File: config.mk
export PLATFORM = sky130hd
export DESIGN_NAME = vpr_renamer
export DESIGN_NICKNAME = d
export VERILOG_FILES = /design/src/rtl/vpr_pkg.sv /design/src/rtl/vpr_first_free.sv /design/src/rtl/vpr_victim_pick.sv /design/src/rtl/vpr_renamer.sv
export SDC_FILE = /design/constraint.sdc
export NUM_CORES = 1
export LEC_CHECK = 0
export BUFFER_PORTS_ARGS = -buffer_cell sky130_fd_sc_hd__buf_4
export CAP_MARGIN = 30
export CORE_AREA = 5 5 120 145
export DETAILED_ROUTE_END_ITERATION = 10
export DIE_AREA = 0 0 125 150
export PLACE_DENSITY = 0.72
export RECOVER_POWER = 100
export SLEW_MARGIN = 25
export SYNTH_ARGS = -nofsm -noshare
export SYNTH_HDL_FRONTEND = slang
export SYNTH_SLANG_ARGS = --single-unit
File: constraint.sdc
create_clock -name clk -period 12.6 [get_ports clk]
set_clock_uncertainty 0.2 [all_clocks]
set_input_delay 1.26 -clock clk [delete_from_list [all_inputs] [get_ports clk]]
set_output_delay 1.26 -clock clk [all_outputs]
set_load 0.03 [all_outputs]
File: src/rtl/vpr_pkg.sv
package vpr_pkg;
    localparam int VPR_NUM_LOG   = 4;
    localparam int VPR_ROB_DEPTH = 4;
    localparam int VPR_NUM_PHYS  = 6;
    localparam int VPR_NRR       = 1;

    typedef enum logic [1:0] {
        WB_NONE  = 2'd0,
        WB_GRANT = 2'd1,
        WB_STEAL = 2'd2,
        WB_RETRY = 2'd3
    } wb_kind_e;
endpackage

File: src/rtl/vpr_first_free.sv
module vpr_first_free #(
    parameter int N  = 8,
    localparam int IW = (N > 1) ? $clog2(N) : 1
) (
    input  logic [N-1:0]  mask,
    output logic          found,
    output logic [IW-1:0] idx
);
    always_comb begin
        found = 1'b0;
        idx   = '0;
        for (int i = N - 1; i >= 0; i--) begin
            if (mask[i]) begin
                found = 1'b1;
                idx   = IW'(i);
            end
        end
    end
endmodule

File: src/rtl/vpr_victim_pick.sv
module vpr_victim_pick #(
    parameter int DEPTH = 4,
    localparam int RW = $clog2(DEPTH)
) (
    input  logic [DEPTH-1:0] holders,
    input  logic [RW-1:0]    head,
    input  logic [RW-1:0]    req,
    output logic             found,
    output logic [RW-1:0]    victim
);
    logic [RW-1:0] req_age;
    logic [RW-1:0] best_age;

    always_comb begin
        req_age  = req - head;
        found    = 1'b0;
        victim   = '0;
        best_age = '0;
        for (int i = 0; i < DEPTH; i++) begin
            if (holders[i] && (RW'(i) - head) > req_age &&
                (!found || (RW'(i) - head) > best_age)) begin
                found    = 1'b1;
                victim   = RW'(i);
                best_age = RW'(i) - head;
            end
        end
    end
endmodule

File: src/rtl/vpr_renamer.sv
module vpr_renamer import vpr_pkg::*; #(
    parameter int NUM_LOG   = VPR_NUM_LOG,
    parameter int ROB_DEPTH = VPR_ROB_DEPTH,
    parameter int NUM_PHYS  = VPR_NUM_PHYS,
    parameter int NRR       = VPR_NRR,
    localparam int NUM_VP = NUM_LOG + ROB_DEPTH,
    localparam int LW = $clog2(NUM_LOG),
    localparam int TW = $clog2(NUM_VP),
    localparam int PW = $clog2(NUM_PHYS),
    localparam int RW = $clog2(ROB_DEPTH),
    localparam int CW = $clog2(NUM_PHYS + 1)
) (
    input  logic          clk,
    input  logic          rst,
    input  logic          flush,
    input  logic          dec_valid,
    input  logic [LW-1:0] dec_dst,
    input  logic [LW-1:0] dec_src0,
    input  logic [LW-1:0] dec_src1,
    output logic          dec_ready,
    output logic [TW-1:0] dec_tag,
    output logic [RW-1:0] dec_rob,
    output logic [TW-1:0] dec_tag0,
    output logic [TW-1:0] dec_tag1,
    input  logic          wb_valid,
    input  logic [RW-1:0] wb_rob,
    output logic [1:0]    wb_result,
    output logic [PW-1:0] wb_preg,
    output logic [RW-1:0] wb_victim,
    input  logic          cm_valid,
    output logic          cm_ready,
    input  logic [TW-1:0] lk_tag,
    output logic          lk_valid,
    output logic [PW-1:0] lk_preg
);
    localparam logic [CW-1:0] NRR_C = CW'(NRR);

    typedef struct packed {
        logic          valid;
        logic [LW-1:0] ldst;
        logic [TW-1:0] tag;
    } rob_ent_t;

    logic [TW-1:0]       spec_map [NUM_LOG];
    logic [TW-1:0]       arch_map [NUM_LOG];
    logic [NUM_VP-1:0]   tag_free, vp_bound;
    logic [PW-1:0]       vp_preg  [NUM_VP];
    logic [NUM_PHYS-1:0] phys_free;
    rob_ent_t            rob      [ROB_DEPTH];
    logic [RW-1:0]       head, tail;
    logic [RW:0]         rob_cnt;

    logic                tag_avail, phys_avail, vic_found;
    logic [TW-1:0]       new_tag;
    logic [PW-1:0]       new_preg;
    logic [RW-1:0]       vic_idx;
    logic [CW-1:0]       free_cnt;
    logic [ROB_DEPTH-1:0] holders;
    logic [NUM_VP-1:0]   arch_tag_mask;
    logic [NUM_PHYS-1:0] arch_phys_mask;
    logic                dec_fire, cm_fire, wb_ok, is_oldest;
    rob_ent_t            req_ent;
    wb_kind_e            wb_kind;
    logic [TW-1:0]       old_tag, vic_tag;
    logic [PW-1:0]       old_preg;

    vpr_first_free #(.N(NUM_VP)) u_tag_pick (
        .mask(tag_free), .found(tag_avail), .idx(new_tag));
    vpr_first_free #(.N(NUM_PHYS)) u_phys_pick (
        .mask(phys_free), .found(phys_avail), .idx(new_preg));
    vpr_victim_pick #(.DEPTH(ROB_DEPTH)) u_victim (
        .holders(holders), .head(head), .req(wb_rob),
        .found(vic_found), .victim(vic_idx));

    always_comb begin
        free_cnt       = '0;
        arch_tag_mask  = '0;
        arch_phys_mask = '0;
        for (int p = 0; p < NUM_PHYS; p++) free_cnt += CW'(phys_free[p]);
        for (int i = 0; i < ROB_DEPTH; i++)
            holders[i] = rob[i].valid && vp_bound[rob[i].tag];
        for (int l = 0; l < NUM_LOG; l++) begin
            arch_tag_mask[arch_map[l]]           = 1'b1;
            arch_phys_mask[vp_preg[arch_map[l]]] = 1'b1;
        end
    end

    assign dec_ready = (rob_cnt != (RW+1)'(ROB_DEPTH)) && tag_avail;
    assign dec_fire  = dec_valid && dec_ready && !flush;
    assign dec_tag   = new_tag;
    assign dec_rob   = tail;
    assign dec_tag0  = spec_map[dec_src0];
    assign dec_tag1  = spec_map[dec_src1];

    assign req_ent   = rob[wb_rob];
    assign wb_ok     = wb_valid && !flush && req_ent.valid && !vp_bound[req_ent.tag];
    assign is_oldest = (wb_rob == head);
    assign vic_tag   = rob[vic_idx].tag;

    always_comb begin
        if (!wb_ok)
            wb_kind = WB_NONE;
        else if (phys_avail && (is_oldest ? (free_cnt != '0) : (free_cnt > NRR_C)))
            wb_kind = WB_GRANT;
        else if (vic_found)
            wb_kind = WB_STEAL;
        else
            wb_kind = WB_RETRY;
    end

    assign wb_result = wb_kind;
    assign wb_preg   = (wb_kind == WB_GRANT) ? new_preg :
                       (wb_kind == WB_STEAL) ? vp_preg[vic_tag] : '0;
    assign wb_victim = vic_idx;

    assign cm_ready  = rob[head].valid && vp_bound[rob[head].tag];
    assign cm_fire   = cm_valid && cm_ready && !flush;
    assign old_tag   = arch_map[rob[head].ldst];
    assign old_preg  = vp_preg[old_tag];

    assign lk_valid  = vp_bound[lk_tag];
    assign lk_preg   = vp_preg[lk_tag];

    always_ff @(posedge clk) begin
        if (rst) begin
            for (int l = 0; l < NUM_LOG; l++) begin
                spec_map[l] <= TW'(l);
                arch_map[l] <= TW'(l);
            end
            for (int t = 0; t < NUM_VP; t++) begin
                tag_free[t] <= (t >= NUM_LOG);
                vp_bound[t] <= (t < NUM_LOG);
                vp_preg[t]  <= (t < NUM_LOG) ? PW'(t) : '0;
            end
            for (int p = 0; p < NUM_PHYS; p++) phys_free[p] <= (p >= NUM_LOG);
            for (int i = 0; i < ROB_DEPTH; i++) rob[i] <= '0;
            head    <= '0;
            tail    <= '0;
            rob_cnt <= '0;
        end else if (flush) begin
            for (int l = 0; l < NUM_LOG; l++) spec_map[l] <= arch_map[l];
            tag_free  <= ~arch_tag_mask;
            vp_bound  <= arch_tag_mask;
            phys_free <= ~arch_phys_mask;
            for (int i = 0; i < ROB_DEPTH; i++) rob[i] <= '0;
            head    <= '0;
            tail    <= '0;
            rob_cnt <= '0;
        end else begin
            if (dec_fire) begin
                spec_map[dec_dst] <= new_tag;
                tag_free[new_tag] <= 1'b0;
                rob[tail]         <= '{valid: 1'b1, ldst: dec_dst, tag: new_tag};
                tail              <= tail + 1'b1;
            end
            if (wb_kind == WB_GRANT) begin
                vp_bound[req_ent.tag] <= 1'b1;
                vp_preg[req_ent.tag]  <= new_preg;
                phys_free[new_preg]   <= 1'b0;
            end else if (wb_kind == WB_STEAL) begin
                vp_bound[vic_tag]     <= 1'b0;
                vp_bound[req_ent.tag] <= 1'b1;
                vp_preg[req_ent.tag]  <= vp_preg[vic_tag];
            end
            if (cm_fire) begin
                arch_map[rob[head].ldst] <= rob[head].tag;
                tag_free[old_tag]        <= 1'b1;
                vp_bound[old_tag]        <= 1'b0;
                phys_free[old_preg]      <= 1'b1;
                rob[head].valid          <= 1'b0;
                head                     <= head + 1'b1;
            end
            rob_cnt <= rob_cnt + (RW+1)'(dec_fire) - (RW+1)'(cm_fire);
        end
    end

    logic [RW-1:0] age_vic, age_req;
    assign age_vic = vic_idx - head;
    assign age_req = wb_rob - head;

    AST_GRANT_FREE: assert property (@(posedge clk) disable iff (rst)
        (wb_kind == WB_GRANT) |-> phys_free[wb_preg]);
    AST_RESERVE_KEPT: assert property (@(posedge clk) disable iff (rst)
        (wb_kind == WB_GRANT && !is_oldest) |=> (free_cnt >= NRR_C));
    AST_STEAL_YOUNGER: assert property (@(posedge clk) disable iff (rst)
        (wb_kind == WB_STEAL) |-> (age_vic > age_req));
    AST_STEAL_UNBINDS: assert property (@(posedge clk) disable iff (rst || flush)
        (wb_kind == WB_STEAL) |=> !vp_bound[$past(vic_tag)]);
    AST_TAG_UNBOUND: assert property (@(posedge clk) disable iff (rst)
        dec_fire |=> !vp_bound[$past(new_tag)]);
    AST_COMMIT_ADV: assert property (@(posedge clk) disable iff (rst || flush)
        cm_fire |=> (head == $past(head) + 1'b1));
    AST_FLUSH_EMPTY: assert property (@(posedge clk) disable iff (rst)
        flush |=> (rob_cnt == '0 && !cm_ready));
endmodule

# Yosys cells after proc, flatten, opt, wreduce, memory -nomap -nowiden
# Memories as Yosys holds them, arrays and structs flattened. A register that Yosys moved wholly into a read port is not among the register bits.
# Cells that the tools add are included.
# totals
regBits	29
mem_bits_rw	72
memories	4
# classes
n_addsub	14
n_lt_le_gt_ge	42
n_eq_ne	4
muxes	150
bitwise	29
n_reduce_logical	50
# memory_table
name	words	width	rd	rd_ports_with_merged_regs	write_ports	line	source
rob	4	6	7	1	4	vpr_renamer.sv:49	rob_ent_t rob [ROB_DEPTH];
vp_preg	8	3	7	0	8	vpr_renamer.sv:47	logic [PW-1:0] vp_preg [NUM_VP];
arch_map	4	3	5	0	4	vpr_renamer.sv:45	logic [TW-1:0] arch_map [NUM_LOG];
spec_map	4	3	2	0	4	vpr_renamer.sv:44	logic [TW-1:0] spec_map [NUM_LOG];
# ops
cell	n
8-bit 2-to-1 mux	11
3-bit by 4-bit less-than comparator with 1-bit output (second input constant)	20
3-bit 2-to-1 mux	25
1-bit 2-to-1 mux	68
6-bit 2-to-1 mux	11
8-bit bitwise OR	6
1-bit demux with 3-bit select	14
3-bit by 1-bit >= comparator with 1-bit output (second input constant)	14
1-bit logical AND	35
8-bit NOT	4
2-bit 2-to-1 mux	14
8-bit bitwise AND	3
6-bit bitwise OR	4
1-bit binary-select mux with 3-bit select	7
2-bit greater-than comparator	7
3-bit by 1-bit adder with 3-bit output	4
6-bit NOT	2
6-bit OR reduction	2
1-bit bitwise OR	9
3-bit OR reduction	3
6-bit bitwise AND	1
1-bit logical NOT	5
2-bit by 1-bit adder with 2-bit output (second input constant)	2
1-bit by 2-bit subtractor with 2-bit output (first input constant)	2
13 further kinds	16

# Depth between registers and ports, before layout
# An unclocked memory read counts as a cell.
# depth
word_depth	33
depth_mapped	32
mapped_depth_nobuf	29

# Cells and area by module
# Synthesis repeated with hierarchy kept, for this count alone.
# hier_totals
hier_cells	825
area_unflattened_um2	8227.9
# modules_own_cells
module	instances	cells_each	area_per_inst_um2
vpr_renamer	1	744	7614.8
vpr_victim_pick	1	58	475.5
vpr_first_free at u_tag_pick	1	13	80.1
vpr_first_free at u_phys_pick	1	10	57.6

# Least setup slack after synthesis
# OpenSTA, ideal clock, no wires.
# synth_path
path_kind	input to output
start	in wb_rob[0]
end	out wb_preg[1]
arrival_ns	7.782
required_time_ns	11.140
path_slack_ns	3.358
stages	31
path_buffers	2
path_cell_list	inv_1 ha_1 inv_1 fa_1 inv_1 ha_1 nor2b_1 o221ai_1 or3_1 o21ai_0 nor2_1 a31oi_1 ha_1 nor2b_1 a2bb2oi_1 nor4_1 or3_4 buf_6 nand2_1 o21ai_0 ha_1 nor2b_1 a2bb2oi_1 nand4_1 o41ai_4 buf_4 a2111oi_0 a311oi_2 a221oi_2 a21oi_1 o21ai_0
# synth_via
elab_chain_cells	22
# synth_rtl
element	line	source
start: declaration	vpr_renamer.sv:26	input logic [RW-1:0] wb_rob,
parallel branches: the longest is 21 deep, another holds 2-bit subtractor	-	
3-bit 2-to-1 mux *	vpr_renamer.sv:112	assign wb_preg = (wb_kind == WB_GRANT) ? new_preg :
end: declaration	vpr_renamer.sv:28	output logic [PW-1:0] wb_preg,
# Mark *: on every way between the ends. The select of a mux whose other input is x is not followed.

# Worst setup path after layout
# layout_path
start	in wb_rob[0]
end	out wb_preg[0]
# Same word-level chain as after synthesis.

==> out/qor_table.md <==
| Parameter | Reported |
| --- | --- |
| Worst-case reg-to-reg path depth | 28 |
| Via/cell ratio | 6.77 |
| Count of buffers added by post-CTS timing repair for setup | 0 |
| GPL Wtd Cong | 1.01 |
| Max-cap violations | 2 |
| Final period utilization | 83.8% |
| Clk sink count | 103 |
| Top fanout value on the critical path | 11 |
| Warnings, synthesis | 0 |
| Hold buffers post-CTS | 0 |
| Number of instances resized during post-cts repair | 0 |
| Worst rel slew slack | -4.66% |
| Final critical path time including I/O delays and setup | 10.56 ns |
| Setup repair after global routing missed its margin | false |
| Register area | 2740 um2 |
| Power density cells | 95.0 nW/um2 |
| Flip-flop and latch count after synthesis | 103 |
| Number of hold violations in the final report | 0 |
| Number of rows in the core area | 51 |
| Leakage | 3.22 nW |
| Total track usage | 27.2% |
| CP Data Arrival Time | 9.10 ns |
| Critical Path Start | wb_rob[0] |
| CTS clock-pin slew for the worst setup and hold paths | 0.07 ns |
| Transition at the pin with the smallest max-transition slack | 1.57 ns |
| Count of TritonRoute iterations in the first routing pass | 5 |
| Post-DRT Antenna Nets | 0 |
| Buffers from clock root to sink, at most | 2 |
| Post-Synthesis Mean Instance Area | 9.53 um2 |
| Initial cell density of the core | 53.8% |
| Cell type with the highest aggregate area in the netlist | sky130_fd_sc_hd__edfxtp_1 |
| Largest net degree at the start of global routing | 33 |
| Commonest register cell after synthesis | sky130_fd_sc_hd__edfxtp_1 |
| Fraction of synthesized cell area taken by the top area cell type | 23.9% |
| Core Region | 15900 um2 |
| Most frequent cell on the critical path | sky130_fd_sc_hd__ha_1 |
| Worst hold path type | reg2reg |
| Buffer type at the clock tree root | sky130_fd_sc_hd__clkbuf_16 |
| DIE WIDTH | 125 um |
| Count of endpoints failing setup in the final report | 0 |
| CP peak stage delay | 0.86 ns |
| Failing checks | capacitance limit, slew limit |
| Termination of the worst setup path | wb_preg[0] |
| Fraction of registers with async set or reset after synthesis | 0% |
| Number of max-slew violations in the final report | 43 |
| R2r endpoint | vp_preg[0][0] |
| Estimated wirelength of the detail-placed design | 19.5 mm |
| Result of the run | finished with violations |
| Final Routed Wirelength | 25.9 mm |
| Post-synthesis to final-layout area growth | 5.32% |
| Overall die area | 18800 um2 |
| Tot Pwr | 0.000854 W |
| F_max | 94.7 MHz |
| Net Count, Synth | 941 |
| Crit path launch type | input port |
| TritonCTS clock tree | done |
| Routed wire per std cell | 23.1 um |
| # fillers | 1421 |
| Cell types with the largest area share after synthesis | sky130_fd_sc_hd__edfxtp_1 24%, sky130_fd_sc_hd__mux4_2 11%, sky130_fd_sc_hd__dfxtp_1 8.2% |
| Post-synth cell types | 83 |
| Number of antenna repair diodes | 0 |
| Initial antenna violation count | 0 |
| Final nets | 946 |
| Syn Std Cell Area | 8540 um2 |
| Clock network latency to the later pin of the worst-skew pair | 0.36 ns |
| Number of global-route vias before repair | 7124 |
| Crit. End Element | output pin |
| Total I/O pin count | 41 |
| Cell count after synthesis | 896 |
| Reg2Reg Launch Point | head[0] |
| Total overflow reported by the global router | 0 |
| Post-detailed-route DRC marker count | 0 |
| Leading cell types in the layout, fill and taps excluded | 82 x sky130_fd_sc_hd__nand2_1, 80 x sky130_fd_sc_hd__nor2_1, 68 x sky130_fd_sc_hd__edfxtp_1, 48 x sky130_fd_sc_hd__o21ai_0, 47 x sky130_fd_sc_hd__inv_1 |
| Utilization after layout | 56.6% |
| Number of DRC violations after detailed-routing iteration 0 | 888 |
| Fraction of final layout cells sized beyond drive strength 1 | 13.1% |
| Routed vias | 7566 |
| CP required | 11.14 ns |
| Multi-input logic area | 5270 um2 |
| # port buffers | 40 |
| Number of buffers inserted during clock tree synthesis | 9 |
| Part of the Yosys area used for sequential elements | 32.1% |
| Number of enable flip-flop cells after synthesis | 68 |
| Peak supply drop | 0.0744 mV |
| Slack of the worst reg-to-reg path | 3.60 ns |
| Number of levels in the clock H-tree | 3 |
| Cell with the largest stage delay on the worst path | sky130_fd_sc_hd__nor4_1 |
| Summed negative setup slack over all endpoints | 0 ns |
| Global-route wire length before repair | 40.0 mm |
| Die extent in y | 150 um |
| Most common cell after layout, fill and taps aside | sky130_fd_sc_hd__nand2_1 |
| Critical setup path kind | in2out |
==> worst max-delay path, delay by kind of cell <==
kind                       cells  cell delay (ns)
and+or+nand+nor                9             2.35
AOI/OAI and AO/OA             12             3.09
buffers and inverters          6             1.06
adders and majority gates      5             1.31
==> state kept, by name, indices dropped and copies added (netlist names), named ones only <==
name and cells:
head 2, rob_cnt 3, vp_preg 24, tag_free 8, vp_bound 8, dec_rob 2
phys_free 6, spec_map 12, rob 24, arch_map 12
==> cell families after synthesis <==
kind of cell	after synthesis	share of synthesized area, %
adder cells (fa/ha/maj)	28	4.63
AO/OA/AOI/OAI	229	20.2
multiplexers	92	17.8
buffers and inverters	98	4.86
flip-flops	103	32.1
XOR/XNOR	7	0.718
AND/OR/NAND/NOR	339	19.7
==> routing by layer <==
layer	GRT usage (%)	vias up	part of all wire, %	wire length (um)
met2	45.9	430	48	12300
met1	34.8	3609	38	9910
met3	4.43	92	9.1	2360
met5	0	-	0	0
met4	12.0	0	5.0	1300
li1	-	3435	-	-
==> stage by stage <==
step / instances / hold slack (ns) / instance area [um2] / setup slack (ns)
final: 1118 / 0.308 / 9000 / 2.04
after detailed placement: 1100 / 0.297 / 8890 / 2.66
after global placement: 1100 / 0.290 / 8890 / 2.91
after CTS: 1116 / 0.306 / 9180 / 2.67
after floorplan: 896 / 0.254 / 8540 / 3.36
after global routing: 1118 / 0.322 / 9000 / 1.40
==> worst min-delay path by stage <==
stage / from / endpoint / slack [ns] / cells after the start
floorplan: rob[2][5] / rob[2][5] / 0.25 / 2
global placement: rob[2][5] / rob[2][5] / 0.29 / 2
detailed placement: tag_free[0] / tag_free[0] / 0.30 / 2
CTS: tag_free[0] / tag_free[0] / 0.31 / 2
global route: tag_free[0] / tag_free[0] / 0.32 / 2
finish: tag_free[0] / tag_free[0] / 0.31 / 2
==> power breakdown <==
| part | switching (W) | internal, W | total, W |
|---|---|---|---|
| clock network | 0.000137 | 0.000140 | 0.000277 |
| registers | 0.0000288 | 0.000373 | 0.000402 |
| logic | 0.000107 | 0.0000686 | 0.000175 |
==> synthesized netlist by cell type, types with 9 or more instances <==
| cell type | number |
|---|---|
| sky130_fd_sc_hd__nand3_1 | 34 |
| sky130_fd_sc_hd__and3_1 | 13 |
| sky130_fd_sc_hd__dfxtp_1 | 35 |
| sky130_fd_sc_hd__mux2_2 | 22 |
| sky130_fd_sc_hd__a22o_1 | 9 |
| sky130_fd_sc_hd__edfxtp_1 | 68 |
| sky130_fd_sc_hd__o21ai_0 | 47 |
| sky130_fd_sc_hd__a21oi_1 | 40 |
| sky130_fd_sc_hd__nor2_1 | 80 |
| sky130_fd_sc_hd__nand3b_1 | 11 |
| sky130_fd_sc_hd__mux2i_1 | 24 |
| sky130_fd_sc_hd__nand2_1 | 81 |
| sky130_fd_sc_hd__mux4_2 | 43 |
| sky130_fd_sc_hd__nor3_1 | 25 |
| sky130_fd_sc_hd__nor4_1 | 12 |
| sky130_fd_sc_hd__clkbuf_1 | 34 |
| sky130_fd_sc_hd__nand2b_1 | 25 |
| sky130_fd_sc_hd__inv_1 | 47 |
| sky130_fd_sc_hd__o22ai_1 | 15 |
| sky130_fd_sc_hd__and2_1 | 14 |
| sky130_fd_sc_hd__a22oi_1 | 10 |
| sky130_fd_sc_hd__nor2b_1 | 18 |
| sky130_fd_sc_hd__ha_1 | 22 |
==> final cells by class <==
type | instances | area share [%]
Timing Repair Buffer | 45 | 2.77
Multi-Input combinational cell | 695 | 58.6
Tap cell | 212 | 2.95
Sequential cell | 103 | 30.5
Clock buffer | 10 | 2.55
Clock inverter | 6 | 0.695
Inverter | 47 | 1.96
No activity file was read; power rests on OpenSTA's default activity.
